--- src/rtl/tagm_pkg.sv ---
package tagm_pkg;

  typedef enum logic [1:0] {
    CLS_EXACT   = 2'd0,
    CLS_FIXABLE = 2'd1,
    CLS_FAULT   = 2'd2,
    CLS_MISS    = 2'd3
  } match_cls_t;

  // Number of Hamming check bits for a k-bit payload.
  function automatic int ham_bits(input int k);
    int r;
    r = 0;
    while ((1 << r) < (k + r + 1)) r++;
    return r;
  endfunction

  // Hamming position (1-based) assigned to payload bit idx.
  function automatic int data_pos(input int idx);
    int pos;
    int seen;
    pos  = 3;
    seen = 0;
    while (1) begin
      if ((pos & (pos - 1)) != 0) begin
        if (seen == idx) return pos;
        seen++;
      end
      pos++;
    end
  endfunction

endpackage

--- src/rtl/tagm_encoder.sv ---
module tagm_encoder #(
  parameter int K = 8,
  localparam int R = tagm_pkg::ham_bits(K),
  localparam int P = R + 1
) (
  input  logic [K-1:0] tag,
  output logic [P-1:0] parity
);

  function automatic logic [K-1:0] cover_mask(input int j);
    logic [K-1:0] m;
    m = '0;
    for (int i = 0; i < K; i++) begin
      m[i] = ((tagm_pkg::data_pos(i) >> j) & 1) != 0;
    end
    return m;
  endfunction

  logic [R-1:0] check;

  for (genvar j = 0; j < R; j++) begin : g_check
    localparam logic [K-1:0] MASK = cover_mask(j);
    assign check[j] = ^(tag & MASK);
  end

  assign parity = {(^tag) ^ (^check), check};

endmodule

--- src/rtl/tagm_weight_count.sv ---
module tagm_weight_count #(
  parameter int W = 8,
  localparam int CW = $clog2(W + 1),
  localparam int LV = $clog2(W),
  localparam int PW = 1 << LV
) (
  input  logic [W-1:0]  bits,
  output logic [CW-1:0] count
);

  logic [CW-1:0] node [1:2*PW-1];

  for (genvar i = 0; i < PW; i++) begin : g_leaf
    if (i < W) begin : g_used
      assign node[PW+i] = {{(CW-1){1'b0}}, bits[i]};
    end else begin : g_pad
      assign node[PW+i] = '0;
    end
  end

  for (genvar n = 1; n < PW; n++) begin : g_sum
    assign node[n] = node[2*n] + node[2*n+1];
  end

  assign count = node[1];

endmodule

--- src/rtl/tagm_decide.sv ---
module tagm_decide #(
  parameter int DW   = 4,
  parameter int PW   = 3,
  parameter int TMAX = 1,
  parameter int RMAX = 2,
  localparam int SW  = ((DW > PW) ? DW : PW) + 1
) (
  input  logic [DW-1:0] data_cnt,
  input  logic [PW-1:0] par_cnt,
  output tagm_pkg::match_cls_t cls
);

  logic [SW-1:0] total;

  assign total = SW'(data_cnt) + SW'(par_cnt);

  always_comb begin
    if (total == '0)
      cls = tagm_pkg::CLS_EXACT;
    else if (32'(total) <= TMAX)
      cls = tagm_pkg::CLS_FIXABLE;
    else if (32'(total) <= RMAX)
      cls = tagm_pkg::CLS_FAULT;
    else
      cls = tagm_pkg::CLS_MISS;
  end

endmodule

--- src/rtl/tagm_match.sv ---
module tagm_match #(
  parameter int K    = 8,
  parameter int TMAX = 1,
  parameter int RMAX = 2,
  localparam int R   = tagm_pkg::ham_bits(K),
  localparam int N   = K + R + 1
) (
  input  logic [K-1:0] tag_in,
  input  logic [N-1:0] stored_cw,
  output logic         hit_exact,
  output logic         hit_fixable,
  output logic         fault_uncorr,
  output logic         miss
);

  localparam int NP  = N - K;
  localparam int DCW = $clog2(K + 1);
  localparam int PCW = $clog2(NP + 1);

  logic [NP-1:0]  enc_par;
  logic [K-1:0]   diff_data;
  logic [NP-1:0]  diff_par;
  logic [DCW-1:0] cnt_data;
  logic [PCW-1:0] cnt_par;
  tagm_pkg::match_cls_t cls;

  // Data field compares straight from the raw tag.
  assign diff_data = tag_in ^ stored_cw[K-1:0];

  tagm_encoder #(.K(K)) u_enc (
    .tag    (tag_in),
    .parity (enc_par)
  );

  assign diff_par = enc_par ^ stored_cw[N-1:K];

  tagm_weight_count #(.W(K)) u_cnt_data (
    .bits  (diff_data),
    .count (cnt_data)
  );

  tagm_weight_count #(.W(NP)) u_cnt_par (
    .bits  (diff_par),
    .count (cnt_par)
  );

  tagm_decide #(.DW(DCW), .PW(PCW), .TMAX(TMAX), .RMAX(RMAX)) u_dec (
    .data_cnt (cnt_data),
    .par_cnt  (cnt_par),
    .cls      (cls)
  );

  assign hit_exact    = (cls == tagm_pkg::CLS_EXACT);
  assign hit_fixable  = (cls == tagm_pkg::CLS_FIXABLE);
  assign fault_uncorr = (cls == tagm_pkg::CLS_FAULT);
  assign miss         = (cls == tagm_pkg::CLS_MISS);

endmodule

--- config.mk ---
export PLATFORM = sky130hd
export DESIGN_NAME = tagm_match
export DESIGN_NICKNAME = d
export VERILOG_FILES = /design/src/rtl/tagm_pkg.sv /design/src/rtl/tagm_encoder.sv /design/src/rtl/tagm_weight_count.sv /design/src/rtl/tagm_decide.sv /design/src/rtl/tagm_match.sv
export SDC_FILE = /design/constraint.sdc
export NUM_CORES = 1
export LEC_CHECK = 0
export BUFFER_PORTS_ARGS = -buffer_cell sky130_fd_sc_hd__buf_2
export CORE_MARGIN = 5
export CORE_UTILIZATION = 30
export DETAILED_ROUTE_END_ITERATION = 12
export SETUP_SLACK_MARGIN = 0.1
export SYNTH_ARGS = -nofsm -noshare
export SYNTH_HDL_FRONTEND = slang
export SYNTH_SLANG_ARGS = --single-unit
--- constraint.sdc ---
create_clock -name vclk -period 5.5
set_input_delay 0.55 -clock vclk [all_inputs]
set_output_delay 0.55 -clock vclk [all_outputs]
set_load 0.005 [all_outputs]
==> metrics.cfg, run 1 <==
[finish]
layout.nets = 115
drive_gt1_frac = 0.346
nFlopsAndLatches = 0
fillCellCount = 176
nClkBuffers = 0
regArea_um2 = 0
num_antenna_cells = 0
syn_to_final_growth_pct = 31.0

[outcome]
status = completed

[logic_synthesis]
synth_cell_types = 13
postSynthAreaPerCell_um2 = 9.38
syn-cell-area_um2 = 526
yosysWarningCount = 0
syn-instance-count = 56
synth_seq_area_share = 0
synth_fp_nets = 88

[timing]
fin_tns_setup_ns = 0
rsz0062_at_grt = false
finalSetupViolCount = 0
relSlewSlack = 0.745
period_share = 0.944
timing.fmax_mhz = 193
hold_viol = 0
slew_viol_final = 0
period_minus_slack_ns = 5.19
layout_setup_ws_ns = 0.308
worst_slew_pin_slew_ns = 0.380

[critical_path]
required_ns = 4.95
critPathMostFrequentCell = fa_1
cp.arrival_ns = 4.64
path_class = primary input to primary output
crit_path_start_kind = primary input
cp_slowest_cell = fa_1
crit_fanout = 4
startpoint = tag_in[0]
critPathCapture = miss
path_cells = buf_2 -> xor2_1 -> xnor2_2 -> xnor2_1 -> fa_1 -> fa_1 -> fa_1 -> inv_1 -> fa_1 -> inv_1 -> fa_1 -> inv_1 -> fa_2 -> a211o_1 -> buf_2
end_kind = primary output
max_stage_delay_ns = 0.53

[detailed_routing]
first_pass_iters = 1
drt-initial-drc-count = 0
wirelength_um = 940
antenna_left = 0
vias = 424
wl_per_cell_um = 9.59
viasPerCell = 4.33
post-route-drc-count = 0

[floorplanning]
rows = 15
die_y_um = 51.9
fp.dieW_um = 51.9
dieArea_um2 = 2690
ios = 25
initial_utilization = 0.311
fp.coreArea_um2 = 1690

[grt]
grt-ovfl-total = 0
antenna_found_initial = 0
grt_pass1_vias = 390
grt_max_degree = 5
grt_util_all_layers = 0.0683
grt_pass1_wl_mm = 1.49

[placed_design]
pre_cts_ws_ns = 0.209
gp_congestion = 0.684
place.port_buffers = 25
dp_hpwl_um = 922

[worst_hold_path]
min_from = stored_cw[2]
hold_depth = 5
hp-class = primary input to primary output

[flow_run]
drv_cap = 0

[power_and_ir_drop]
power.density_nw_per_um2 = 711
worst_ir_drop_vdd_uv = 271
p_leak_nw = 0.319

[clock_tree]
cts_resized = 0
holdBufCountCts = 0
cts_setup_buffers = 0

## routing by layer
layer / global-route usage / vias to the layer above / wire length [um]
met5: 0 / - / 0
met1: 0.0946 / 191 / 413
met3: 0 / 0 / 29
met4: 0 / 0 / 0
li1: - / 225 / -
met2: 0.126 / 8 / 497
## critical path, delay by kind of cell
family | cells | cell delay [ns]
AOI/OAI and AO/OA | 1 | 0.27
xor gates and xnor gates | 3 | 0.55
adders and majority gates | 6 | 2.84
buffers and inverters | 5 | 0.43
## cell type report
| class | instances | area [um^2] | area share |
|---|---|---|---|
| timing repair buffer | 25 | 125 | 0.182 |
| multi-input combinational | 48 | 512 | 0.744 |
| tap | 17 | 21.3 | 0.0309 |
| inverter | 8 | 30.0 | 0.0436 |
## worst min-delay path by stage
| stage | slack, ns | to |
|---|---|---|
| after floorplan | 1.46 | hit_fixable |
| after global placement | 1.71 | hit_fixable |
| after detailed placement | 1.71 | hit_fixable |
| after CTS | 1.71 | hit_fixable |
| after global routing | 1.78 | hit_fixable |
| final | 1.71 | hit_fixable |
## power breakdown
group / leakage (nW) / internal, mW / switching [mW]
registers: 0 / 0 / 0
logic: 0.319 / 0.233 / 0.256
clock network: 0 / 0 / 0
total: 0.319 / 0.233 / 0.256
## kinds of logic (layout without fill, tap and decap cells)
kind of cell	count (synthesis)	after routing	synth area share
adders and majority gates	11	11	0.376
buffers and inverters	8	33	0.0571
xor gates and xnor gates	28	28	0.467
and+or+nand+nor	7	7	0.0714
AOI/OAI and AO/OA	2	2	0.0286
## cell usage after synthesis (all sizes together)
library cell | number | area (um^2)
nor2 | 1 | 3.75
nor2b | 1 | 6.26
a211o | 1 | 8.76
a31oi | 1 | 6.26
inv | 8 | 30.0
ha | 3 | 37.5
nor4 | 2 | 12.5
nand2b | 1 | 6.26
nand2 | 1 | 3.75
xor2 | 6 | 52.6
fa | 8 | 160
nor3 | 1 | 5.00
xnor2 | 22 | 193
## through the flow
step / utilization / hold slack, ns / total power, mW / instance area, um^2 / cells
floorplan: - / 1.46 / 0.350 / 526 / 56
global placement: 0.398 / 1.71 / 0.463 / 672 / 98
detailed placement: 0.398 / 1.71 / 0.470 / 672 / 98
CTS: 0.398 / 1.71 / 0.472 / 672 / 98
global route: 0.407 / 1.78 / 0.575 / 688 / 98
finish: 0.407 / 1.71 / 0.489 / 688 / 98
## cells in the final DEF (no fill, tap or decap), drive strengths merged, types with 2 or more instances in the layout
| cell type | n |
|---|---|
| xnor2 | 22 |
| fa | 8 |
| buf | 25 |
| ha | 3 |
| xor2 | 6 |
| inv | 8 |
| nor4 | 2 |
No activity file was read; power rests on OpenSTA's default activity.
==> run 2: changes to the inputs <==
--- a/config.mk
+++ b/config.mk
@@ -9,6 +9,8 @@
 export CORE_MARGIN = 5
 export CORE_UTILIZATION = 30
 export DETAILED_ROUTE_END_ITERATION = 12
+export GPL_TIMING_DRIVEN = 1
+export PLACE_DENSITY = 0.67
 export SETUP_SLACK_MARGIN = 0.1
 export SYNTH_ARGS = -nofsm -noshare
 export SYNTH_HDL_FRONTEND = slang
==> run 2 against run 1 <==
Compared with the run above:
- power up 21%
- critical path depth unchanged
- die area unchanged
- core utilization up 2.7 points
- cell area up 6.7%
- highest routed layer unchanged
- maximum frequency down 0.27%
- routed wire length up 18%
- cell count up 1.0%
- critical path type unchanged
==> metrics.cfg, run 2 (synthesized netlist as in run 1, its figures left out) <==
[finish]
nFlopsAndLatches = 0  ; unchanged
drive_gt1_frac = 0.427  ; was 0.346
fillCellCount = 185  ; was 176
fin_cells = 99  ; was 98
syn_to_final_growth_pct = 39.8  ; was 31.0%
layout.nets = 116  ; was 115
nClkBuffers = 0  ; unchanged
final_cell_mix = buf_2 (25), xnor2_1 (20), inv_1 (7)  ; was buf_2 (25), xnor2_1 (21), inv_1 (8)
post-route-util = 0.435  ; was 0.407
regArea_um2 = 0  ; unchanged
num_antenna_cells = 0  ; unchanged
final_common_cell = buf_2  ; unchanged

[placed_design]
dp.cells = 98  ; unchanged
gp_congestion = 0.744  ; was 0.684
place.port_buffers = 25  ; unchanged

[detailed_routing]
drt-initial-drc-count = 0  ; unchanged
viasPerCell = 4.48  ; was 4.33
first_pass_iters = 1  ; unchanged
post-route-drc-count = 0  ; unchanged
wl_per_cell_um = 11.2  ; was 9.59 um
antenna_left = 0  ; unchanged
wirelength_mm = 1.11  ; was 940 um
vias = 444  ; was 424

[timing]
period_minus_slack_ns = 5.21  ; was 5.19 ns
hold_viol = 0  ; unchanged
period_share = 0.947  ; was 0.944
rsz0062_at_grt = false  ; unchanged
finalSetupViolCount = 0  ; unchanged
worst_slew_pin_slew_ns = 0.335  ; was 0.380 ns
timing.fmax_mhz = 192  ; was 193 MHz
slew_viol_final = 0  ; unchanged
relSlewSlack = 0.776  ; was 0.745
fin_tns_setup_ns = 0  ; unchanged

[power_and_ir_drop]
p_clk_frac = 0  ; about the same
worst_ir_drop_vdd_uv = 342  ; was 271 uV
p_int_mw = 0.276  ; was 0.233 mW
power_frac_seq = 0  ; about the same
p_total_mw = 0.592  ; was 0.489 mW
power.density_nw_per_um2 = 806  ; was 711 nW/um^2
p_leak_nw = 0.331  ; was 0.319 nW
combPwrFrac = 1.000  ; about the same
switchingPower_mw = 0.316  ; was 0.256 mW
swShare = 0.534  ; was 0.523

[critical_path]
cp.arrival_ns = 4.66  ; was 4.64 ns
crit_path_start_kind = primary input  ; unchanged
path_class = primary input to primary output  ; unchanged
required_ns = 4.95  ; about the same
crit_fanout = 4  ; unchanged
end_kind = primary output  ; unchanged

[grt]
grt_util_all_layers = 0.0848  ; was 0.0683
grt_pass1_wl_mm = 1.86  ; was 1.49 mm
grt.met2_usage = 0.146  ; was 0.126
top_usage_layer = met2  ; unchanged
grt_max_degree = 5  ; unchanged
gr-usage-met3 = 0.00573  ; was 0
use_met1 = 0.122  ; was 0.0946
grt_pass1_vias = 458  ; was 390
grt-ovfl-total = 0  ; unchanged
antenna_found_initial = 0  ; unchanged

[floorplanning]
ios = 25  ; unchanged
fp.dieW_um = 51.9  ; unchanged
dieArea_um2 = 2690  ; unchanged
die_y_um = 51.9  ; unchanged
fp.coreArea_um2 = 1690  ; unchanged
rows = 15  ; unchanged
initial_utilization = 0.311  ; unchanged

[worst_hold_path]
min_to = hit_fixable  ; unchanged
hp-class = primary input to primary output  ; unchanged
hold_depth = 5  ; unchanged
min_from = stored_cw[4]  ; was stored_cw[2]

[clock_tree]
holdBufCountCts = 0  ; unchanged

[flow_run]
drv_cap = 0  ; unchanged

[outcome]
status = completed  ; unchanged

[run 2: changes by cell type in the layout (fill, tap and decap cells not counted), sizes merged]
cell and change:
buf +1
[run 2: layout make-up]
cell class / count / area, um^2 / area share
Timing Repair Buffer: 26 / 133 / 0.181
Tap cell: 17 / 21.3 / 0.0290
Multi-Input combinational cell: 48 / 551 / 0.750
Inverter: 8 / 30.0 / 0.0409
[run 2: what timing repair did]
item                                    in CTS  in global routing
endpoints found under the setup margin       0                  3
gates resized for setup                      0                 10
setup buffers                                0                  1
[run 2: per-layer routing]
metal,wire length (um),vias to the layer above,share of wire
li1,-,224,-
met1,447,206,0.40
met5,0,-,0
met2,599,14,0.54
met3,67,0,0.060
met4,0,0,0
[run 2: power by group through the flow]
| stage | clock network [mW] | logic [mW] | registers [mW] |
|---|---|---|---|
| 6_report | 0 | 0.592 | 0 |
| 5_1_grt | 0 | 0.680 | 0 |
| 4_1_cts | 0 | 0.480 | 0 |
| 3_5_place_dp | 0 | 0.476 | 0 |
| 3_3_place_gp | 0 | 0.454 | 0 |
| 2_1_floorplan | 0 | 0.350 | 0 |
[run 2: worst max-delay path by stage]
stage	start	to	slack (ns)	cells after the start
3_5_place_dp	tag_in[0]	hit_fixable	0.11	15
4_1_cts	tag_in[0]	hit_fixable	0.10	15
3_3_place_gp	tag_in[0]	hit_exact	0.26	15
6_report	tag_in[2]	hit_exact	0.29	15
5_1_grt	tag_in[0]	miss	0.06	17
2_1_floorplan	tag_in[0]	hit_exact	0.57	13
[run 2: per-stage QoR]
stage | hold WS, ns | setup WS (ns) | instance area, um^2
floorplan | 1.46 | 0.572 | 526
global placement | 1.70 | 0.256 | 672
detailed placement | 1.71 | 0.113 | 672
CTS | 1.71 | 0.101 | 672
global route | 1.80 | 0.0553 | 734
finish | 1.76 | 0.294 | 734
[run 2: worst max-delay path, cell delays in order]
cell,delay [ns]
buf_2,0.15
xor2_1,0.16
xnor2_1,0.24
xnor2_2,0.16
fa_1,0.47
fa_1,0.50
fa_1,0.49
inv_1,0.05
fa_1,0.53
inv_1,0.05
fa_2,0.34
inv_2,0.07
fa_2,0.46
nor4_2,0.27
buf_2,0.15
